**config.mk**
```make
export PLATFORM = sky130hd
export DESIGN_NAME = mctp_smb_framer
export DESIGN_NICKNAME = d
export VERILOG_FILES = /design/src/rtl/mctp_smb_pkg.sv /design/src/rtl/smb_pec_acc.sv /design/src/rtl/smb_frame_seq.sv /design/src/rtl/smb_byte_mux.sv /design/src/rtl/mctp_smb_framer.sv
export SDC_FILE = /design/constraint.sdc
export NUM_CORES = 1
export LEC_CHECK = 0
export BUFFER_PORTS_ARGS = -buffer_cell sky130_fd_sc_hd__buf_2
export CAP_MARGIN = 20
export CELL_PAD_IN_SITES_DETAIL_PLACEMENT = 0
export CELL_PAD_IN_SITES_GLOBAL_PLACEMENT = 2
export CORE_UTILIZATION = 33
export DETAILED_ROUTE_END_ITERATION = 16
export PLACE_DENSITY_LB_ADDON = 0.1
export SLEW_MARGIN = 20
export SYNTH_ARGS = -nofsm -noshare
export SYNTH_HDL_FRONTEND = slang
export SYNTH_SLANG_ARGS = --single-unit
```
**constraint.sdc**
```tcl
create_clock -name clk -period 4.34 [get_ports clk]
set_input_delay 0.434 -clock clk [delete_from_list [all_inputs] [get_ports clk]]
set_output_delay 0.434 -clock clk [all_outputs]
set_load 0.005 [all_outputs]
```
**src/rtl/mctp_smb_pkg.sv**
```systemverilog
package mctp_smb_pkg;

  localparam logic [7:0] SMB_CMD_MCTP = 8'h0F;
  localparam int unsigned SMB_PRE_BYTES = 4;
  localparam int unsigned MCTP_HDR_BYTES = 4;

  typedef enum logic [2:0] {
    SEG_DST,
    SEG_CMD,
    SEG_CNT,
    SEG_SRC,
    SEG_HDR,
    SEG_PAY,
    SEG_PEC
  } seg_t;

  // One CRC-8 update, polynomial 0x07, MSB first.
  function automatic logic [7:0] pec_update(input logic [7:0] crc, input logic [7:0] din);
    logic [7:0] c;
    c = crc ^ din;
    for (int b = 0; b < 8; b++) begin
      c = c[7] ? ((c << 1) ^ 8'h07) : (c << 1);
    end
    return c;
  endfunction

  // Block-Write count: source byte, transport header and payload.
  function automatic logic [7:0] block_count(input logic [7:0] paylen);
    return paylen + 8'(1 + MCTP_HDR_BYTES);
  endfunction

  function automatic logic [7:0] addr_byte(input logic [6:0] a, input logic rd);
    return {a, rd};
  endfunction

endpackage

```
**src/rtl/smb_pec_acc.sv**
```systemverilog
module smb_pec_acc
  import mctp_smb_pkg::*;
(
  input  logic       clk,
  input  logic       rst_n,
  input  logic       clear,
  input  logic       en,
  input  logic [7:0] din,
  output logic [7:0] crc
);

  logic [7:0] crc_q;

  always_ff @(posedge clk) begin
    if (!rst_n || clear) begin
      crc_q <= 8'h00;
    end else if (en) begin
      crc_q <= pec_update(crc_q, din);
    end
  end

  assign crc = crc_q;

endmodule

```
**src/rtl/smb_frame_seq.sv**
```systemverilog
module smb_frame_seq
  import mctp_smb_pkg::*;
#(
  parameter int unsigned MAX_PAY = 64,
  localparam int unsigned LEN_W = $clog2(MAX_PAY + 1),
  localparam int unsigned IDX_W = $clog2(MAX_PAY),
  localparam int unsigned POS_W = $clog2(MAX_PAY + SMB_PRE_BYTES + MCTP_HDR_BYTES + 1)
) (
  input  logic             clk,
  input  logic             rst_n,
  input  logic             start,
  input  logic [LEN_W-1:0] len,
  input  logic             step,
  output logic             busy,
  output seg_t             seg,
  output logic [1:0]       hdr_sel,
  output logic [IDX_W-1:0] pay_idx,
  output logic             last,
  output logic [7:0]       count_byte
);

  localparam logic [POS_W-1:0] PAY_BASE = POS_W'(SMB_PRE_BYTES + MCTP_HDR_BYTES);

  logic [POS_W-1:0] pos_q;
  logic [LEN_W-1:0] len_q;
  logic             busy_q;
  logic [POS_W-1:0] pec_pos;

  assign pec_pos = POS_W'(len_q) + PAY_BASE;
  assign last    = (pos_q == pec_pos);

  always_ff @(posedge clk) begin
    if (!rst_n) begin
      busy_q <= 1'b0;
      pos_q  <= '0;
      len_q  <= '0;
    end else if (start) begin
      busy_q <= 1'b1;
      pos_q  <= '0;
      len_q  <= len;
    end else if (busy_q && step) begin
      if (last) begin
        busy_q <= 1'b0;
      end else begin
        pos_q <= pos_q + POS_W'(1);
      end
    end
  end

  always_comb begin
    if (pos_q == POS_W'(0))           seg = SEG_DST;
    else if (pos_q == POS_W'(1))      seg = SEG_CMD;
    else if (pos_q == POS_W'(2))      seg = SEG_CNT;
    else if (pos_q == POS_W'(3))      seg = SEG_SRC;
    else if (pos_q < PAY_BASE)        seg = SEG_HDR;
    else if (pos_q < pec_pos)         seg = SEG_PAY;
    else                              seg = SEG_PEC;
  end

  assign busy       = busy_q;
  assign hdr_sel    = pos_q[1:0];
  assign pay_idx    = IDX_W'(pos_q - PAY_BASE);
  assign count_byte = block_count(8'(len_q));

endmodule

```
**src/rtl/smb_byte_mux.sv**
```systemverilog
module smb_byte_mux
  import mctp_smb_pkg::*;
(
  input  seg_t        seg,
  input  logic [6:0]  dst,
  input  logic [6:0]  src,
  input  logic [31:0] hdr,
  input  logic [1:0]  hdr_sel,
  input  logic [7:0]  count_byte,
  input  logic [7:0]  pay,
  input  logic [7:0]  pec,
  output logic [7:0]  byte_o
);

  logic [7:0] hdr_bytes [MCTP_HDR_BYTES];

  for (genvar k = 0; k < MCTP_HDR_BYTES; k++) begin : g_hdr
    assign hdr_bytes[k] = hdr[31 - 8*k -: 8];
  end

  always_comb begin
    unique case (seg)
      SEG_DST: byte_o = addr_byte(dst, 1'b0);
      SEG_CMD: byte_o = SMB_CMD_MCTP;
      SEG_CNT: byte_o = count_byte;
      SEG_SRC: byte_o = addr_byte(src, 1'b1);
      SEG_HDR: byte_o = hdr_bytes[hdr_sel];
      SEG_PAY: byte_o = pay;
      default: byte_o = pec;
    endcase
  end

endmodule

```
**src/rtl/mctp_smb_framer.sv**
```systemverilog
module mctp_smb_framer
  import mctp_smb_pkg::*;
#(
  parameter int unsigned MAX_PAY = 64,
  localparam int unsigned LEN_W = $clog2(MAX_PAY + 1),
  localparam int unsigned IDX_W = $clog2(MAX_PAY)
) (
  input  logic             clk,
  input  logic             rst_n,
  input  logic             req_go,
  input  logic [6:0]       req_dst,
  input  logic [6:0]       req_src,
  input  logic [31:0]      req_hdr,
  input  logic [LEN_W-1:0] req_len,
  output logic             busy,
  output logic             err,
  output logic [IDX_W-1:0] buf_idx,
  input  logic [7:0]       buf_byte,
  output logic [7:0]       tx_data,
  output logic             tx_valid,
  input  logic             tx_ready,
  output logic             tx_sof,
  output logic             tx_eof
);

  logic        len_bad;
  logic        frame_accept;
  logic        frame_reject;
  logic        tx_fire;
  logic        frame_last;
  logic        busy_w;
  logic        err_q;
  logic [6:0]  dst_q;
  logic [6:0]  src_q;
  logic [31:0] hdr_q;
  seg_t        seg;
  logic [1:0]  hdr_sel;
  logic [7:0]  count_byte;
  logic [7:0]  pec_byte;

  assign len_bad      = (req_len == '0) || (req_len > LEN_W'(MAX_PAY));
  assign frame_accept = req_go && !busy_w && !len_bad;
  assign frame_reject = req_go && !busy_w && len_bad;
  assign tx_fire      = tx_valid && tx_ready;

  always_ff @(posedge clk) begin
    if (!rst_n) begin
      err_q <= 1'b0;
      dst_q <= '0;
      src_q <= '0;
      hdr_q <= '0;
    end else begin
      err_q <= frame_reject;
      if (frame_accept) begin
        dst_q <= req_dst;
        src_q <= req_src;
        hdr_q <= req_hdr;
      end
    end
  end

  smb_frame_seq #(.MAX_PAY(MAX_PAY)) u_seq (
    .clk        (clk),
    .rst_n      (rst_n),
    .start      (frame_accept),
    .len        (req_len),
    .step       (tx_fire),
    .busy       (busy_w),
    .seg        (seg),
    .hdr_sel    (hdr_sel),
    .pay_idx    (buf_idx),
    .last       (frame_last),
    .count_byte (count_byte)
  );

  smb_pec_acc u_pec (
    .clk   (clk),
    .rst_n (rst_n),
    .clear (frame_accept),
    .en    (tx_fire && !frame_last),
    .din   (tx_data),
    .crc   (pec_byte)
  );

  smb_byte_mux u_mux (
    .seg        (seg),
    .dst        (dst_q),
    .src        (src_q),
    .hdr        (hdr_q),
    .hdr_sel    (hdr_sel),
    .count_byte (count_byte),
    .pay        (buf_byte),
    .pec        (pec_byte),
    .byte_o     (tx_data)
  );

  assign busy     = busy_w;
  assign err      = err_q;
  assign tx_valid = busy_w;
  assign tx_sof   = busy_w && (seg == SEG_DST);
  assign tx_eof   = busy_w && frame_last;

endmodule

```
==> flow_summary_export.csv <==
group,metric,value,unit
sta,finalSetupTns,0,ns
worst_setup_path,rrSetupSlack,0.52,ns
worst_setup_path,cp_max_fo,5,
flow_run,maxCapViolations,0,
worst_setup_path,slowest_delay,0.47,ns
sta,slew_headroom,46.1,%
clock_tree,ctsRootBufferMaster,"clkbuf_16",
clock_tree,clockBufferDepth,2,
clock_tree,numCtsBuffers,9,
clock_tree,cts_tree,"done",
grt,overflow,0,
clock_tree,hold_buffers,0,
sta,max_freq,0.262,GHz
synthesis,synth-edff-count,0,
sta,min_period_over_period,88.1,%
die,floorplan.die_area,0.0136,mm^2
placed_design,port_buffers,83,
power,p_leak,0.00212,uW
synthesis,syn-num-nets,602,
placed_design,dp_hpwl,9120,um
final_layout,mostFrequentLayoutCells,"nand2_1 (127), buf_2 (83), dfxtp_1 (70)",
worst_setup_path,cp_slowest_cell,"a211oi_1",
clock_tree,insertion_delay,0.34,ns
sta,rsz0062_at_grt,"false",
final_layout,areaGrowthSynthToFinish,18.5,%
final_layout,layout_commonest_cell,"nand2_1",
detailed_routing,drc,0,
die,die_width,117,um
synthesis,async_flop_share,0,%
die,initial_core_util,34.2,%
placed_design,placed_area,0.00488,mm^2
detailed_routing,avgRoutedWirePerCell,15.6,um
detailed_routing,drt_wl_total,12000,um
detailed_routing,vias_per_cell,4.99,
sta,slew_violations,0,
sta,period_minus_slack,3.82,ns
worst_setup_path,crit_path_cell_trace,"nand3_1, xor2_1, ha_1, a21oi_1, o211ai_1, o21ai_2, nand2_2, mux2_2, a211oi_1, mux2i_1, xnor2_1, xor2_1, a21oi_1, a311oi_1",
synthesis,postSynthCellCount,522,
worst_setup_path,cp.required,4.59,ns
sta,tightestPinTransition,0.808,ns
grt,gr-usage-all-layers,19.0,%
final_layout,instances_no_fill,769,
placed_design,dp.cells,754,
synthesis,yosysTopAreaCellShare,32.2,%
die,dieHeight,117,um
synthesis,post_synth_num_cell_types,71,
worst_setup_path,crit_type,"reg -> reg",
final_layout,fill_cells,1363,
power,peakVddDrop,0.000164,V
clock_tree,htreeDepth,3,
synthesis,yosysSeqAreaShare,32.2,%
power,power_density,314,mW/mm^2
grt,antenna_found_initial,0,
placed_design,gp_congestion,0.801,
detailed_routing,drt-initial-drc-count,222,
die,core,0.0127,mm^2
clock_tree,post_cts_buffers,0,
grt,grt_max_degree,58,
detailed_routing,first_pass_iters,4,
final_layout,antennaDiodeCount,0,
final_layout,drive_gt1_share,24.1,%
synthesis,synth-main-ff-cell,"dfxtp_1",
sta,hold_viol,0,
synthesis,synth_warnings,0,
synthesis,syn_avg_cell_area,8.33,um^2
detailed_routing,detail-route-antenna-nets,0,
clock_tree,cts.sinks,70,
sta,clock_skew,0.00459,ns
grt,grt_pass1_vias,3710,
sta,setup_viol,0,
worst_setup_path,crit_arrival,4.08,ns
synthesis,synth_top_area_cell,"dfxtp_1",
grt,grt_pass1_wl,19200,um
final_layout,layout.nets,673,
clock_tree,clkSlewWorstSetupHoldPaths,0.06,ns
worst_setup_path,start_kind,"flop",
final_layout,fin_area,0.00515,mm^2
synthesis,ys_ff_latch,70,
die,rows,41,
final_layout,final_core_util,40.5,%
detailed_routing,vias,3837,
placed_design,dp_slack,0.394,ns
synthesis,netlist_area,0.00435,mm^2
sta,fin_ws,0.517,ns
clock_tree,post_cts_resize_count,0,
hold_path,hold_path.class,"in -> reg",
worst_setup_path,end_kind,"flop",
status,outcome,"finished clean",
die,pin_count,84,
synthesis,synth_area_leaders,"dfxtp_1 (32%), nand2_1 (11%), a21boi_0 (9.5%), ha_1 (4.3%), mux4_2 (3.6%)",
worst max-delay path: cells and delay by family, from the launching register on:
| kind | cells | cell delay (ns) |
|---|---|---|
| mux | 2 | 0.69 |
| compound gates | 6 | 1.39 |
| fa+ha+maj | 1 | 0.32 |
| simple gates | 2 | 0.29 |
| flops | 1 | 0.44 |
| xor+xnor | 3 | 0.62 |
state kept, by name, indices dropped and copies added, names as in the netlist:
register	flops
dst_q	7
u_seq.len_q	7
u_seq.busy	1
err	1
u_seq.pos_q	7
src_q	7
hdr_q	32
u_pec.crc	8
power by group:
part           total [uW]  internal [uW]  switching (uW)  leakage [uW]
logic                 235            109             127       0.00142
registers             692            671            21.0      0.000570
clock network         689            400             290      0.000135
total                1620           1180             437       0.00212
area by class of cell:
class | instances | area [um^2] | share of cell area, %
multi-input cells | 405 | 2710 | 52.6
clock inverters | 5 | 35.0 | 0.680
clock buffers | 10 | 239 | 4.64
flip-flops and latches | 70 | 1400 | 27.2
well taps | 172 | 215 | 4.18
inverters | 12 | 45.0 | 0.874
repair buffers | 95 | 505 | 9.81
final timing paths:
path / start / endpoint / cells after the start
worst max-delay path: u_seq.len_q[5]$_SDFFE_PN0P_ / u_pec.crc[6]$_SDFFE_PP0P_ / 14
worst min-delay path: req_hdr[31] / hdr_q[31]$_SDFFE_PN0P_ / 3
worst max register to register: u_seq.len_q[5]$_SDFFE_PN0P_ / u_pec.crc[6]$_SDFFE_PP0P_ / 14
worst min register to register: hdr_q[11]$_SDFFE_PN0P_ / hdr_q[11]$_SDFFE_PN0P_ / 2
synth_stat cells, types with 2 or more instances:
cell	n
a21o_1	3
buf_6	5
o21ai_0	12
nand4_1	5
o22ai_1	2
nor4_1	4
a211oi_1	5
dfxtp_1	70
mux4_2	7
buf_4	4
a22oi_1	4
a31oi_1	2
o211a_1	2
a21boi_0	55
nand2_1	127
mux2_2	4
o21ai_2	2
nor3_1	8
o21a_1	2
a221oi_1	2
inv_1	11
mux2i_1	3
a21oi_1	15
ha_1	15
clkbuf_1	24
nand2_2	2
nor3b_1	2
nor2b_1	4
nand3_1	13
xnor2_1	13
xor2_2	2
o211ai_1	3
and3_1	4
xor2_1	11
nor2_1	39
per-stage QoR:
stage / total power (uW) / hold WS [ns]
finish: 1620 / 0.336
global route: 1700 / 0.341
CTS: 1650 / 0.326
detailed placement: 944 / 0.457
global placement: 944 / 0.448
floorplan: 859 / 0.439
routing by layer:
metal | vias to the layer above | wire length (um) | GRT usage, % | part of all wire, %
met1 | 1779 | 5620 | 24.2 | 47
met3 | 10 | 552 | 3.86 | 4.6
met4 | 0 | 166 | 5.91 | 1.4
li1 | 1957 | - | - | -
met2 | 91 | 5660 | 32.3 | 47
met5 | - | 0 | 0 | 0
kinds of logic after synthesis:
family	synth area share, %
flops	32.2
simple gates	22.6
mux	5.96
xor+xnor	7.45
compound gates	21.9
buf+inv	5.52
fa+ha+maj	4.32
No activity file was read; power rests on OpenSTA's default activity.
